$ cat config.mk
export PLATFORM = sky130hd
export DESIGN_NAME = dma_xlat_top
export DESIGN_NICKNAME = d
export VERILOG_FILES = /design/src/rtl/xlat_pkg.sv /design/src/rtl/xlat_precheck.sv /design/src/rtl/xlat_entry_decode.sv /design/src/rtl/xlat_walk_fsm.sv /design/src/rtl/dma_xlat_top.sv
export SDC_FILE = /design/constraint.sdc
export NUM_CORES = 1
export LEC_CHECK = 0
export ABC_CLOCK_PERIOD_IN_PS = 2600
export BUFFER_PORTS_ARGS = -buffer_cell sky130_fd_sc_hd__buf_2
export CAP_MARGIN = 20
export CORE_AREA = 10 10 227 229
export CTS_CLUSTER_DIAMETER = 100
export DETAILED_ROUTE_END_ITERATION = 10
export DIE_AREA = 0 0 237 239
export GPL_ROUTABILITY_DRIVEN = 0
export PLACE_DENSITY_LB_ADDON = 0.15
export SYNTH_ARGS = -nofsm -noshare
export SYNTH_HDL_FRONTEND = slang
export SYNTH_SLANG_ARGS = --single-unit
$ cat constraint.sdc
create_clock -name clk -period 2.6 [get_ports clk]
set_input_delay 0.13 -clock clk [delete_from_list [all_inputs] [get_ports clk]]
set_output_delay 0.13 -clock clk [all_outputs]
set_load 0.05 [all_outputs]
$ cat src/rtl/xlat_pkg.sv
package xlat_pkg;
  typedef enum logic [2:0] {
    ST_IDLE, ST_RD_REGION, ST_RD_SEGMENT, ST_RD_PAGE, ST_DONE, ST_ERR
  } walk_state_t;

  typedef enum logic [2:0] {
    PK_GATED, PK_MSI, PK_NOAS, PK_RANGE, PK_WALK
  } pre_kind_t;

  typedef enum logic [1:0] {
    LV_REGION, LV_SEGMENT, LV_PAGE
  } level_t;

  localparam logic [7:0] EC_NO_SPACE = 8'h28;
  localparam logic [7:0] EC_RANGE    = 8'h22;
  localparam logic [7:0] EC_WALK     = 8'h02;

  localparam logic [1:0] TY_REGION  = 2'b11;
  localparam logic [1:0] TY_SEGMENT = 2'b10;
  localparam int         TY_LSB     = 2;
  localparam int         INV_BIT    = 10;
endpackage

$ cat src/rtl/xlat_precheck.sv
module xlat_precheck
  import xlat_pkg::*;
#(
  parameter int ADDR_W = 64,
  parameter int FLAG_BITS = 12,
  parameter logic [ADDR_W-1:0] MSI_ADDR = ADDR_W'(64'h0000_0000_0C00_0000)
) (
  input  logic [ADDR_W-1:0] addr,
  input  logic              fn_configured,
  input  logic              fn_present,
  input  logic              fn_enabled,
  input  logic              fn_xlat_on,
  input  logic [ADDR_W-1:0] origin_raw,
  input  logic [ADDR_W-1:0] base,
  input  logic [ADDR_W-1:0] limit,
  output pre_kind_t         kind,
  output logic [ADDR_W-1:0] origin_clean
);
  logic fn_ready;

  assign fn_ready     = fn_configured & fn_present & fn_enabled & fn_xlat_on;
  assign origin_clean = {origin_raw[ADDR_W-1:FLAG_BITS], {FLAG_BITS{1'b0}}};

  always_comb begin
    if (!fn_ready)                          kind = PK_GATED;
    else if (addr == MSI_ADDR)              kind = PK_MSI;
    else if (origin_clean == '0)            kind = PK_NOAS;
    else if ((addr < base) || (addr > limit)) kind = PK_RANGE;
    else                                    kind = PK_WALK;
  end
endmodule

$ cat src/rtl/xlat_entry_decode.sv
module xlat_entry_decode
  import xlat_pkg::*;
#(
  parameter int ADDR_W = 64,
  parameter int PG_SHIFT = 12
) (
  input  level_t            level,
  input  logic [ADDR_W-1:0] entry,
  output logic              ok,
  output logic [ADDR_W-1:0] next_base,
  output logic              inv
);
  logic [1:0] ety;

  assign ety       = entry[TY_LSB +: 2];
  assign next_base = {entry[ADDR_W-1:PG_SHIFT], {PG_SHIFT{1'b0}}};
  assign inv       = entry[INV_BIT];

  always_comb begin
    case (level)
      LV_REGION:  ok = (ety == TY_REGION);
      LV_SEGMENT: ok = (ety == TY_SEGMENT);
      LV_PAGE:    ok = (entry != '0);
      default:    ok = 1'b0;
    endcase
  end
endmodule

$ cat src/rtl/xlat_walk_fsm.sv
module xlat_walk_fsm
  import xlat_pkg::*;
#(
  parameter int ADDR_W = 64,
  parameter int PG_SHIFT = 12,
  parameter int PX_BITS = 8,
  parameter int SX_BITS = 11,
  parameter int RX_BITS = 11
) (
  input  logic              clk,
  input  logic              rst,
  input  logic              req_valid,
  output logic              req_ready,
  input  logic [ADDR_W-1:0] req_addr,
  input  pre_kind_t         kind,
  input  logic [ADDR_W-1:0] origin_clean,
  output logic              mem_rd_valid,
  input  logic              mem_rd_ready,
  output logic [ADDR_W-1:0] mem_rd_addr,
  input  logic              mem_rsp_valid,
  input  logic [ADDR_W-1:0] mem_rsp_data,
  output logic              rsp_valid,
  output logic [ADDR_W-1:0] rsp_addr,
  output logic [ADDR_W-1:0] rsp_mask,
  output logic              rsp_perm,
  output logic              rsp_to_msi,
  output logic              rsp_error,
  output logic              evt_valid,
  output logic [7:0]        evt_code,
  output logic              evt_qual,
  output logic [ADDR_W-1:0] evt_addr
);
  localparam int PX_LSB = PG_SHIFT;
  localparam int SX_LSB = PX_LSB + PX_BITS;
  localparam int RX_LSB = SX_LSB + SX_BITS;
  localparam logic [ADDR_W-1:0] PAGE_MASK = ADDR_W'((64'd1 << PG_SHIFT) - 64'd1);

  walk_state_t       state;
  logic [ADDR_W-1:0] addr_q;
  logic              rd_pend;
  level_t            level;
  logic              dec_ok;
  logic [ADDR_W-1:0] dec_base;
  logic              dec_inv;

  function automatic logic [ADDR_W-1:0] slot(input logic [ADDR_W-1:0] b,
                                             input logic [ADDR_W-1:0] idx);
    return b + (idx << 3);
  endfunction

  always_comb begin
    case (state)
      ST_RD_SEGMENT: level = LV_SEGMENT;
      ST_RD_PAGE:    level = LV_PAGE;
      default:       level = LV_REGION;
    endcase
  end

  xlat_entry_decode #(.ADDR_W(ADDR_W), .PG_SHIFT(PG_SHIFT)) u_dec (
    .level     (level),
    .entry     (mem_rsp_data),
    .ok        (dec_ok),
    .next_base (dec_base),
    .inv       (dec_inv)
  );

  assign req_ready    = (state == ST_IDLE);
  assign mem_rd_valid = rd_pend;
  assign rsp_valid    = (state == ST_DONE) || (state == ST_ERR);
  assign rsp_error    = (state == ST_ERR);
  assign evt_valid    = (state == ST_ERR);
  assign evt_addr     = addr_q;

  always_ff @(posedge clk) begin
    if (rst) begin
      state       <= ST_IDLE;
      addr_q      <= '0;
      rd_pend     <= 1'b0;
      mem_rd_addr <= '0;
      rsp_addr    <= '0;
      rsp_mask    <= '0;
      rsp_perm    <= 1'b0;
      rsp_to_msi  <= 1'b0;
      evt_code    <= '0;
      evt_qual    <= 1'b0;
    end else begin
      case (state)
        ST_IDLE: begin
          if (req_valid) begin
            addr_q     <= req_addr;
            rsp_addr   <= '0;
            rsp_mask   <= '1;
            rsp_perm   <= 1'b0;
            rsp_to_msi <= 1'b0;
            evt_qual   <= 1'b0;
            case (kind)
              PK_GATED: state <= ST_DONE;
              PK_MSI: begin
                rsp_addr   <= req_addr;
                rsp_mask   <= PAGE_MASK;
                rsp_perm   <= 1'b1;
                rsp_to_msi <= 1'b1;
                state      <= ST_DONE;
              end
              PK_NOAS: begin
                evt_code <= EC_NO_SPACE;
                state    <= ST_ERR;
              end
              PK_RANGE: begin
                evt_code <= EC_RANGE;
                state    <= ST_ERR;
              end
              default: begin
                mem_rd_addr <= slot(origin_clean, ADDR_W'(req_addr[RX_LSB +: RX_BITS]));
                rd_pend     <= 1'b1;
                state       <= ST_RD_REGION;
              end
            endcase
          end
        end
        ST_RD_REGION, ST_RD_SEGMENT, ST_RD_PAGE: begin
          if (rd_pend) begin
            if (mem_rd_ready) rd_pend <= 1'b0;
          end else if (mem_rsp_valid) begin
            if (!dec_ok) begin
              evt_code <= EC_WALK;
              evt_qual <= 1'b1;
              state    <= ST_ERR;
            end else if (state == ST_RD_REGION) begin
              mem_rd_addr <= slot(dec_base, ADDR_W'(addr_q[SX_LSB +: SX_BITS]));
              rd_pend     <= 1'b1;
              state       <= ST_RD_SEGMENT;
            end else if (state == ST_RD_SEGMENT) begin
              mem_rd_addr <= slot(dec_base, ADDR_W'(addr_q[PX_LSB +: PX_BITS]));
              rd_pend     <= 1'b1;
              state       <= ST_RD_PAGE;
            end else begin
              rsp_addr <= dec_base;
              rsp_mask <= PAGE_MASK;
              rsp_perm <= ~dec_inv;
              state    <= ST_DONE;
            end
          end
        end
        default: state <= ST_IDLE;
      endcase
    end
  end


  rd_hold_chk: assert property (@(posedge clk) disable iff (rst)
    (mem_rd_valid && !mem_rd_ready) |=> (mem_rd_valid && $stable(mem_rd_addr)));


  busy_read_chk: assert property (@(posedge clk) disable iff (rst)
    mem_rd_valid |-> !req_ready);


  rsp_pulse_chk: assert property (@(posedge clk) disable iff (rst)
    rsp_valid |=> !rsp_valid);


  msi_route_chk: assert property (@(posedge clk) disable iff (rst)
    (rsp_valid && rsp_to_msi) |-> (rsp_addr == addr_q && !rsp_error));
endmodule

$ cat src/rtl/dma_xlat_top.sv
module dma_xlat_top
  import xlat_pkg::*;
#(
  parameter int ADDR_W = 64,
  parameter int PG_SHIFT = 12,
  parameter int PX_BITS = 8,
  parameter int SX_BITS = 11,
  parameter int RX_BITS = 11,
  parameter logic [ADDR_W-1:0] MSI_ADDR = ADDR_W'(64'h0000_0000_0C00_0000)
) (
  input  logic              clk,
  input  logic              rst,
  input  logic              req_valid,
  output logic              req_ready,
  input  logic [ADDR_W-1:0] req_addr,
  input  logic              fn_configured,
  input  logic              fn_present,
  input  logic              fn_enabled,
  input  logic              fn_xlat_on,
  input  logic [ADDR_W-1:0] tbl_origin,
  input  logic [ADDR_W-1:0] win_base,
  input  logic [ADDR_W-1:0] win_limit,
  output logic              mem_rd_valid,
  input  logic              mem_rd_ready,
  output logic [ADDR_W-1:0] mem_rd_addr,
  input  logic              mem_rsp_valid,
  input  logic [ADDR_W-1:0] mem_rsp_data,
  output logic              rsp_valid,
  output logic [ADDR_W-1:0] rsp_addr,
  output logic [ADDR_W-1:0] rsp_mask,
  output logic              rsp_perm,
  output logic              rsp_to_msi,
  output logic              rsp_error,
  output logic              evt_valid,
  output logic [7:0]        evt_code,
  output logic              evt_qual,
  output logic [ADDR_W-1:0] evt_addr,
  output logic              err_state,
  output logic              store_blocked
);
  pre_kind_t         kind;
  logic [ADDR_W-1:0] origin_clean;

  xlat_precheck #(.ADDR_W(ADDR_W), .FLAG_BITS(PG_SHIFT), .MSI_ADDR(MSI_ADDR)) u_pre (
    .addr          (req_addr),
    .fn_configured (fn_configured),
    .fn_present    (fn_present),
    .fn_enabled    (fn_enabled),
    .fn_xlat_on    (fn_xlat_on),
    .origin_raw    (tbl_origin),
    .base          (win_base),
    .limit         (win_limit),
    .kind          (kind),
    .origin_clean  (origin_clean)
  );

  xlat_walk_fsm #(
    .ADDR_W(ADDR_W), .PG_SHIFT(PG_SHIFT), .PX_BITS(PX_BITS),
    .SX_BITS(SX_BITS), .RX_BITS(RX_BITS)
  ) u_fsm (
    .clk           (clk),
    .rst           (rst),
    .req_valid     (req_valid),
    .req_ready     (req_ready),
    .req_addr      (req_addr),
    .kind          (kind),
    .origin_clean  (origin_clean),
    .mem_rd_valid  (mem_rd_valid),
    .mem_rd_ready  (mem_rd_ready),
    .mem_rd_addr   (mem_rd_addr),
    .mem_rsp_valid (mem_rsp_valid),
    .mem_rsp_data  (mem_rsp_data),
    .rsp_valid     (rsp_valid),
    .rsp_addr      (rsp_addr),
    .rsp_mask      (rsp_mask),
    .rsp_perm      (rsp_perm),
    .rsp_to_msi    (rsp_to_msi),
    .rsp_error     (rsp_error),
    .evt_valid     (evt_valid),
    .evt_code      (evt_code),
    .evt_qual      (evt_qual),
    .evt_addr      (evt_addr)
  );

  always_ff @(posedge clk) begin
    if (rst) begin
      err_state     <= 1'b0;
      store_blocked <= 1'b0;
    end else if (evt_valid) begin
      err_state     <= 1'b1;
      store_blocked <= 1'b1;
    end
  end


  evt_flags_chk: assert property (@(posedge clk) disable iff (rst)
    evt_valid |=> (err_state && store_blocked));


  flags_sticky_chk: assert property (@(posedge clk) disable iff (rst)
    (err_state || store_blocked) |=> (err_state && store_blocked));


  evt_perm_chk: assert property (@(posedge clk) disable iff (rst)
    evt_valid |-> (rsp_valid && !rsp_perm));
endmodule

==> results of run 1 <==
## cells in the mapped netlist (51+ instances only)
| cell type | number |
|---|---|
| a21oi_1 | 203 |
| buf_4 | 78 |
| clkbuf_1 | 85 |
| dfxtp_1 | 202 |
| ha_1 | 131 |
| inv_1 | 148 |
| mux2i_1 | 54 |
| nand2_1 | 260 |
| nand2b_1 | 57 |
| nand3_1 | 105 |
| nand4_1 | 65 |
| nor2_1 | 116 |
| nor4_1 | 57 |
| xor2_1 | 51 |
## sequential cells by signal (all words and copies together) (netlist names)
register / flops
u_fsm.evt_addr: 64
u_fsm.rsp_addr: 64
u_fsm.mem_rd_addr: 61
u_fsm.evt_code: 3
u_fsm.state: 3
u_fsm.rsp_mask: 2
store_blocked: 1
u_fsm.evt_qual: 1
u_fsm.mem_rd_valid: 1
u_fsm.rsp_perm: 1
u_fsm.rsp_to_msi: 1
## through the flow
| stage | util | TNS, ns | power (W) | instance area [µm²] |
|---|---|---|---|---|
| after floorplan | - | -0.824 | 0.00493 | 14800 |
| after global placement | 0.405 | -18.83 | 0.00593 | 19100 |
| after global routing | 0.459 | -1.53 | 0.0104 | 21600 |
| final | 0.459 | -0.202 | 0.00989 | 21600 |
| after CTS | 0.446 | -0.352 | 0.00994 | 21000 |
| after detailed placement | 0.405 | -19.09 | 0.00596 | 19100 |
## logic make-up (layout without fill, tap and decap cells)
kind of cell | after synthesis | after routing | share of synthesized area
AOI/OAI and AO/OA | 346 | 346 | 0.142
xor gates and xnor gates | 95 | 95 | 0.0567
adders and majority gates | 133 | 133 | 0.114
buffers and inverters | 320 | 1056 | 0.103
DFF | 202 | 202 | 0.275
muxes | 64 | 64 | 0.0445
other | 1 | 11 | 0.000255
and+or+nand+nor | 778 | 778 | 0.264
## metal layers
layer  wire length (µm)  global-route usage  up-vias
met5                  0                   0        -
met4               2080              0.0693        0
met3               4710              0.0555       90
met2              34100               0.401      558
met1              28700               0.272     7648
li1                   -                   -     8106
## where the power goes
group	switching, W	internal, W
logic	0.00182	0.00101
registers	0.0000632	0.00319
clock network	0.00154	0.00227
total	0.00342	0.00648
## worst max-delay path, stage by stage (launching register included)
cell	delay, ns
dfxtp_4	0.35
ha_4	0.12
inv_2	0.03
fa_2	0.33
or3b_4	0.39
or4b_4	0.53
or2_4	0.29
nor2_4	0.11
xnor2_2	0.07
a211o_1	0.25
mux2i_1	0.12
## how the worst min path moves through the flow
stage / endpoint / cells past startpoint / start
global route: u_fsm.rsp_addr[54]$_SDFFE_PP0P_ / 4 / mem_rsp_data[54]
floorplan: u_fsm.evt_addr[30]$_SDFFE_PP0P_ / 2 / req_addr[30]
finish: u_fsm.evt_addr[12]$_SDFFE_PP0P_ / 4 / req_addr[12]
global placement: u_fsm.evt_addr[0]$_SDFFE_PP0P_ / 3 / req_addr[0]
detailed placement: u_fsm.evt_addr[0]$_SDFFE_PP0P_ / 3 / req_addr[0]
CTS: u_fsm.rsp_addr[54]$_SDFFE_PP0P_ / 4 / mem_rsp_data[54]
## area by class of cell
class,instances,area (µm²)
clock buffer,38,817
timing repair buffer,860,5600
inverter,148,556
tap,615,769
fill,4776,25500
clock inverter,10,87.6
multi-input combinational,1424,9740
sequential,202,4050
antenna,3,7.51
## layout by cell type (no fill, tap or decap), drive strengths merged, types with 51 or more instances in the layout
cell type    instances
nand2b              57
nand3              105
buf                764
a21oi              203
dfxtp              202
ha                 131
xor2                51
nand4               65
inv                148
nand2              260
nor4                58
nor2               117
mux2i               54
dlygate4sd3         84
## repair_timing
action	CTS	global route
hold buffers	95	2
pin swaps	9	31
resized for setup	12	99
endpoints found under the setup margin	25	103
buffers inserted	3	12
cloned	0	3
hold endpoints to repair	95	2
==> results_dict.tcl, run 1 <==
set metrics [dict create \
    fin_worst_skew_ns 0.0135 \
    die_y_um 239 \
    rows 80 \
    synth_area_leaders "dfxtp_1 28%, ha_1 11%, a21oi_1 6.9%" \
    numPortBuffers 582 \
    endpoint "u_fsm.mem_rd_addr[48]$_SDFFE_PP0P_" \
    hold_viol_final 0 \
    crit_arrival_ns 3.14 \
    cp.required_ns 3.08 \
    yosysTopAreaCell "dfxtp_1" \
    hold_ws_ns 0.0241 \
    routed_wl_mm 69.6 \
    num_vias 16400 \
    period_share 1.02 \
    syn_inst 1939 \
    yosysWarnings 0 \
    worstRegToRegCells 10 \
    max_freq_mhz 376 \
    drive_gt1_frac 0.341 \
    clk_pin_slew_worst_paths_ns 0.06 \
    die_x_um 237 \
    synthFlopType "dfxtp_1" \
    min_path_type "input pin to register" \
    cts-root-buf "clkbuf_16" \
    fin_cells 3300 \
    dp_cells 3145 \
    synth.top_cell.area_share 0.275 \
    area.growth.synth_to_final_pct 47.3 \
    status "finished with violations" \
    netlist_area_um2 14700 \
    htreeDepth 1 \
    firstDrtPassIters 5 \
    grt_pass1_wl_mm 102 \
    core_area_um2 47100 \
    vias_per_cell 4.97 \
    drtIter0Drc 878 \
    path_class "register to register" \
    min_period_ns 2.66 \
    dieArea_um2 56600 \
    worstSetupEndpointType "register" \
    r2r_slack_ns -0.06 \
    startpoint "u_fsm.evt_addr[29]$_SDFFE_PP0P_" \
    syn_avg_cell_area_um2 7.57 \
    synth_edf_count 0 \
    static-leakage-power_nw 10.8 \
    start_util 0.311 \
    cts.sink_count 202 \
    wl_per_cell_um 21.1 \
    setup_viol 5 \
    dp_hpwl_mm 55.7 \
    grt_util_all_layers 0.229 \
    nNetsFinal 3125 \
    violations "negative setup slack" \
    drv_cap 0 \
    yosysSeqAreaShare 0.275 \
    synth_cell_type_count 64 \
    worstPathMaxFanout 3 \
    cts_tree "built" \
    ant_nets 0 \
    grt_max_degree 115 \
    worst_slew_pin_slew_ns 0.843 \
    reg2reg_to "u_fsm.mem_rd_addr[48]$_SDFFE_PP0P_" \
    drc_errors 0 \
    synth_async_sr_flop_share 0 \
    rsz0062_at_grt "true" \
    clockBufferDepth 3 \
    grt_pass1_vias 16800 \
    insertion_delay_ns 0.55 \
    ir_drop_mv 0.513 \
    overflow 0 \
    report.final.slew_viol_count 0 \
    cp-start-kind "register" \
    power_density_nw_per_um2 458 \
    r2r_start "u_fsm.evt_addr[29]$_SDFFE_PP0P_" \
    antenna_found_initial 4 \
    setup_ws_ns -0.0612 \
    preCtsSetupSlack_ns -0.265 \
    numCtsBuffers 27 \
    ys_ff_latch 202 \
    ioPinCount 603 \
    relSlewSlack 0.438 \
]
Power figures use the tool's default switching activity.
==> inputs of run 2 (changes only) <==
Settings changed: ABC_CLOCK_PERIOD_IN_PS 2600 to 3050, CORE_AREA 10 10 227 229 to 10 10 229 231, DIE_AREA 0 0 237 239 to 0 0 239 241, GPL_ROUTABILITY_DRIVEN 0 to default.
Clock period 2.6 ns to 3.05 ns, I/O delays scaled along.
==> results_dict.tcl, run 2 (synthesis gave the netlist of run 1 again) <==
set metrics [dict create \
    firstDrtPassIters 7 \
    min_path_cells 4 \
    nNetsFinal 3035 \
    power_density_nw_per_um2 422 \
    ioPinCount 603 \
    drive_gt1_frac 0.288 \
    cp-start-kind "register" \
    dp_cells 3045 \
    drv_cap 0 \
    path_cells "ha_1, inv_1, fa_1, or3b_4, or4b_4, or2_4, nor3_1, xor2_1, o21ai_0, mux2i_1" \
    htreeDepth 1 \
    gp_congestion 0.887 \
    antenna_found_initial 4 \
    dieArea_um2 57600 \
    grt_max_degree 136 \
    worstRegToRegCells 10 \
    rows 80 \
    overflow 0 \
    cts_tree "built" \
    cpPeakStageDelay_ns 0.57 \
    critPathBufInv 1 \
    cp.required_ns 3.55 \
    fin_util 0.429 \
    power.switching_w 0.00294 \
    internal-power_w 0.00566 \
    worstSetupEndpointType "register" \
    rsz0062_at_grt "true" \
    numPortBuffers 582 \
    power_w 0.00860 \
    die_y_um 241 \
    area.growth.synth_to_final_pct 38.9 \
    numCtsBuffers 28 \
    crit_arrival_ns 3.44 \
    crit_cells 10 \
    cpLargestDelayFamily "simple AND/OR/NAND/NOR gates" \
    drc_errors 0 \
    grt_util_all_layers 0.227 \
    period_share 0.966 \
    ant_nets 0 \
    drtIter0Drc 960 \
    start_util 0.309 \
    combPwrFrac 0.265 \
    num_vias 16100 \
    dp_hpwl_mm 55.3 \
    layout_commonest_cell "buf_2" \
    setup_viol 0 \
    final_cell_mix "581 x buf_2, 259 x nand2_1, 203 x a21oi_1, 201 x dfxtp_1, 148 x inv_1" \
    switching_share 0.342 \
    core_area_um2 47500 \
    grt_pass1_vias 16600 \
    relSlewSlack 0.333 \
    cts.sink_count 202 \
    vias_per_cell 5.01 \
    worst_path_max_delay_cell "or4b_4" \
    seq_power_share 0.323 \
    routed_wl_mm 68.8 \
    static-leakage-power_nw 10.1 \
    fin_cells 3211 \
    cts-root-buf "clkbuf_16" \
    grt_pass1_wl_mm 102 \
    status "complete, no violations" \
    report.final.slew_viol_count 0 \
    min_period_ns 2.95 \
    min_path_type "input pin to register" \
    p_clk_frac 0.413 \
    worstPathMaxFanout 5 \
    clockBufferDepth 3 \
    ir_drop_mv 0.385 \
    clk_pin_slew_worst_paths_ns 0.06 \
    fin_worst_skew_ns 0.00802 \
    max_freq_mhz 339 \
    path_class "register to register" \
    worst_slew_pin_slew_ns 1.00 \
    hold_viol_final 0 \
    insertion_delay_ns 0.57 \
    die_x_um 239 \
    wl_per_cell_um 21.4 \
]
-- run 2: routing by layer --
| layer | share of wire | global-route usage | wire length, µm | up-vias |
|---|---|---|---|---|
| met1 | 0.41 | 0.270 | 28300 | 7507 |
| li1 | - | - | - | 7932 |
| met4 | 0.033 | 0.0735 | 2260 | 0 |
| met3 | 0.068 | 0.0544 | 4700 | 102 |
| met5 | 0 | 0 | 0 | - |
| met2 | 0.49 | 0.397 | 33500 | 558 |
-- run 2: final timing paths --
check	end	startpoint	slack (ns)
max	u_fsm.mem_rd_addr[60]$_SDFFE_PP0P_	u_fsm.evt_addr[29]$_SDFFE_PP0P_	0.10
min reg2reg	u_fsm.rsp_addr[31]$_SDFFE_PP0P_	u_fsm.rsp_addr[31]$_SDFFE_PP0P_	0.45
min	u_fsm.evt_addr[33]$_SDFFE_PP0P_	req_addr[33]	0.04
max reg2reg	u_fsm.mem_rd_addr[60]$_SDFFE_PP0P_	u_fsm.evt_addr[29]$_SDFFE_PP0P_	0.10
-- run 2: cell type report --
class,instances,area [µm²]
Antenna cell,3,7.51
Sequential cell,202,4050
Tap cell,615,769
Inverter,148,556
Multi-Input combinational cell,1424,9240
Fill cell,4924,27200
Clock inverter,16,205
Timing Repair Buffer,769,4780
Clock buffer,34,785
-- run 2: metrics by stage --
stage	hold slack [ns]	instance area, µm²	setup TNS, ns	setup WS, ns
2_1_floorplan	0.281	14700	0	0.00180
3_3_place_gp	0.432	18200	-15.75	-0.301
3_5_place_dp	0.438	18200	0	0.000746
4_1_cts	0.0189	20300	0	0.0574
5_1_grt	0.0365	20400	-0.0699	-0.0282
6_report	0.0428	20400	0	0.102
-- run 2: power groups by stage --
stage | sequential [W] | combinational (W) | clock, W
2_1_floorplan | 0.00310 | 0.00110 | 0
3_3_place_gp | 0.00284 | 0.00212 | 0
3_5_place_dp | 0.00284 | 0.00215 | 0
4_1_cts | 0.00278 | 0.00227 | 0.00366
5_1_grt | 0.00278 | 0.00247 | 0.00375
6_report | 0.00277 | 0.00228 | 0.00355
-- run 2: worst min-delay path, cell delays in order --
cell	delay (ns)
buf_2	0.12
buf_4	0.17
nand2_1	0.06
a21oi_1	0.05
-- run 2: timing repair --
| action | 4_1_cts | 5_1_grt |
|---|---|---|
| buffers inserted | 0 | 0 |
| endpoints found under the hold margin | 112 | 0 |
| hold buffers | 112 | 0 |
| endpoints found under the setup margin | 0 | 41 |
| resized for setup | 0 | 8 |
==> inputs of run 3 (changes only) <==
Settings changed: CELL_PAD_IN_SITES_DETAIL_PLACEMENT from default to 0, CELL_PAD_IN_SITES_GLOBAL_PLACEMENT from default to 2, CORE_AREA 10 10 229 231 to default, CORE_ASPECT_RATIO from default to 0.8, CORE_MARGIN from default to 10, CORE_UTILIZATION from default to 26, DIE_AREA 0 0 239 241 to default.
==> results_dict.tcl, run 3 (synthesis gave the netlist of run 1 again) <==
set metrics [dict create \
    drive_gt1_frac 0.288 \
    rows 77 \
    status "complete, no violations" \
    critPathBufInv 1 \
    cts_tree "built" \
    ant_nets 0 \
    hold_viol_final 0 \
    clockBufferDepth 3 \
    static-leakage-power_nw 10.0 \
    firstDrtPassIters 5 \
    setup_viol 0 \
    grt_max_degree 113 \
    final_cell_mix "581 x buf_2, 259 x nand2_1, 203 x a21oi_1, 201 x dfxtp_1, 148 x inv_1" \
    cp.required_ns 3.53 \
    crit_arrival_ns 3.38 \
    multiInputGateArea_um2 9280 \
    overflow 0 \
    path_cells "ha_1, inv_1, fa_2, or3b_4, or4b_4, or2_4, nor3_1, xor2_1, o21ai_0, mux2i_1" \
    wl_per_cell_um 21.5 \
    startpoint "u_fsm.evt_addr[29]$_SDFFE_PP0P_" \
    routed_wl_mm 71.9 \
    power_w 0.00841 \
    cts.sink_count 202 \
    drtIter0Drc 1100 \
    grt_util_all_layers 0.207 \
    num_vias 16300 \
    worstSetupEndpointType "register" \
    grt_pass1_vias 16600 \
    ir_drop_mv 0.379 \
    relSlewSlack 0.460 \
    clk_pin_slew_worst_paths_ns 0.06 \
    post_cts_buffers 0 \
    vias_per_cell 4.85 \
    grt_pass1_wl_mm 106 \
    period_share 0.952 \
    numCtsBuffers 27 \
    dp_hpwl_mm 57.9 \
    drv_cap 0 \
    core_area_um2 55600 \
    max_freq_mhz 344 \
    cpLargestDelayFamily "simple AND/OR/NAND/NOR gates" \
    dieArea_um2 66400 \
    dp_cells 3179 \
    power_density_nw_per_um2 410 \
    area.growth.synth_to_final_pct 39.6 \
    layout_commonest_cell "buf_2" \
    antenna_found_initial 11 \
    setup_ws_ns 0.147 \
    min_path_type "input pin to register" \
    seqCellArea_um2 4050 \
    cts-root-buf "clkbuf_16" \
    cp-start-kind "register" \
    worst_path_max_delay_cell "or4b_4" \
    preCtsSetupSlack_ns -0.0205 \
    ioPinCount 603 \
    report.final.slew_viol_count 0 \
    insertion_delay_ns 0.57 \
    htreeDepth 1 \
    gp_congestion 0.835 \
    nFillCells 5985 \
    start_util 0.264 \
    nNetsFinal 3035 \
    min_period_ns 2.90 \
    worst_slew_pin_slew_ns 0.809 \
    die_x_um 286 \
    path_class "register to register" \
    fin_worst_skew_ns 0.0296 \
    holdCritStartpoint "tbl_origin[34]" \
    r2r_start "u_fsm.evt_addr[29]$_SDFFE_PP0P_" \
    die_y_um 233 \
    drc_errors 0 \
    numPortBuffers 582 \
    hold_ws_ns 0.0592 \
    fin_cells 3350 \
    worstPathMaxFanout 4 \
    cpPeakStageDelay_ns 0.56 \
]
run 3: repair_timing:
| item | CTS | global route |
|---|---|---|
| hold buffers | 115 | 0 |
| endpoints found under the setup margin | 0 | 100 |
| endpoints found under the hold margin | 115 | 0 |
| resized for setup | 0 | 12 |
run 3: area by class of cell:
class / instances / area share
Antenna cell: 8 / 0.000977
Timing Repair Buffer: 770 / 0.231
Clock inverter: 9 / 0.00531
Sequential cell: 202 / 0.197
Tap cell: 750 / 0.0458
Inverter: 148 / 0.0271
Clock buffer: 39 / 0.0395
Multi-Input combinational cell: 1424 / 0.452
run 3: tightest hold or removal path: cells and delay by family:
kind                      cells  cell delay [ns]
AOI/OAI and AO/OA             1             0.10
muxes                         1             0.05
and+or+nand+nor               1             0.08
buffers and inverters         1             0.12
xor gates and xnor gates      1             0.07
run 3: final timing paths:
check / end / slack (ns) / depth (start not counted)
hold reg to reg: u_fsm.rsp_addr[34]$_SDFFE_PP0P_ / 0.45 / 2
setup reg to reg: u_fsm.mem_rd_addr[60]$_SDFFE_PP0P_ / 0.15 / 10
hold / removal: u_fsm.mem_rd_addr[34]$_SDFFE_PP0P_ / 0.06 / 5
setup / recovery: u_fsm.mem_rd_addr[60]$_SDFFE_PP0P_ / 0.15 / 10
run 3: where the power goes:
part / leakage, nW / total (W) / switching (W) / internal, W
Sequential: 1.64 / 0.00277 / 0.0000502 / 0.00272
Clock: 0.442 / 0.00337 / 0.00137 / 0.00200
Combinational: 7.95 / 0.00228 / 0.00152 / 0.000756
run 3: routing by layer:
| metal | track usage | part of all wire | vias up |
|---|---|---|---|
| li1 | - | - | 7970 |
| met5 | 0 | 0.00028 | - |
| met1 | 0.269 | 0.45 | 7674 |
| met3 | 0.0514 | 0.072 | 82 |
| met4 | 0.0498 | 0.024 | 2 |
| met2 | 0.338 | 0.45 | 522 |
run 3: metrics by stage:
stage	utilization	TNS, ns	instance area [µm²]
after floorplan	-	0	14700
after global placement	0.330	0	18300
after detailed placement	0.330	-0.248	18300
after CTS	0.367	0	20400
after global routing	0.369	-0.00745	20500
final	0.369	0	20500
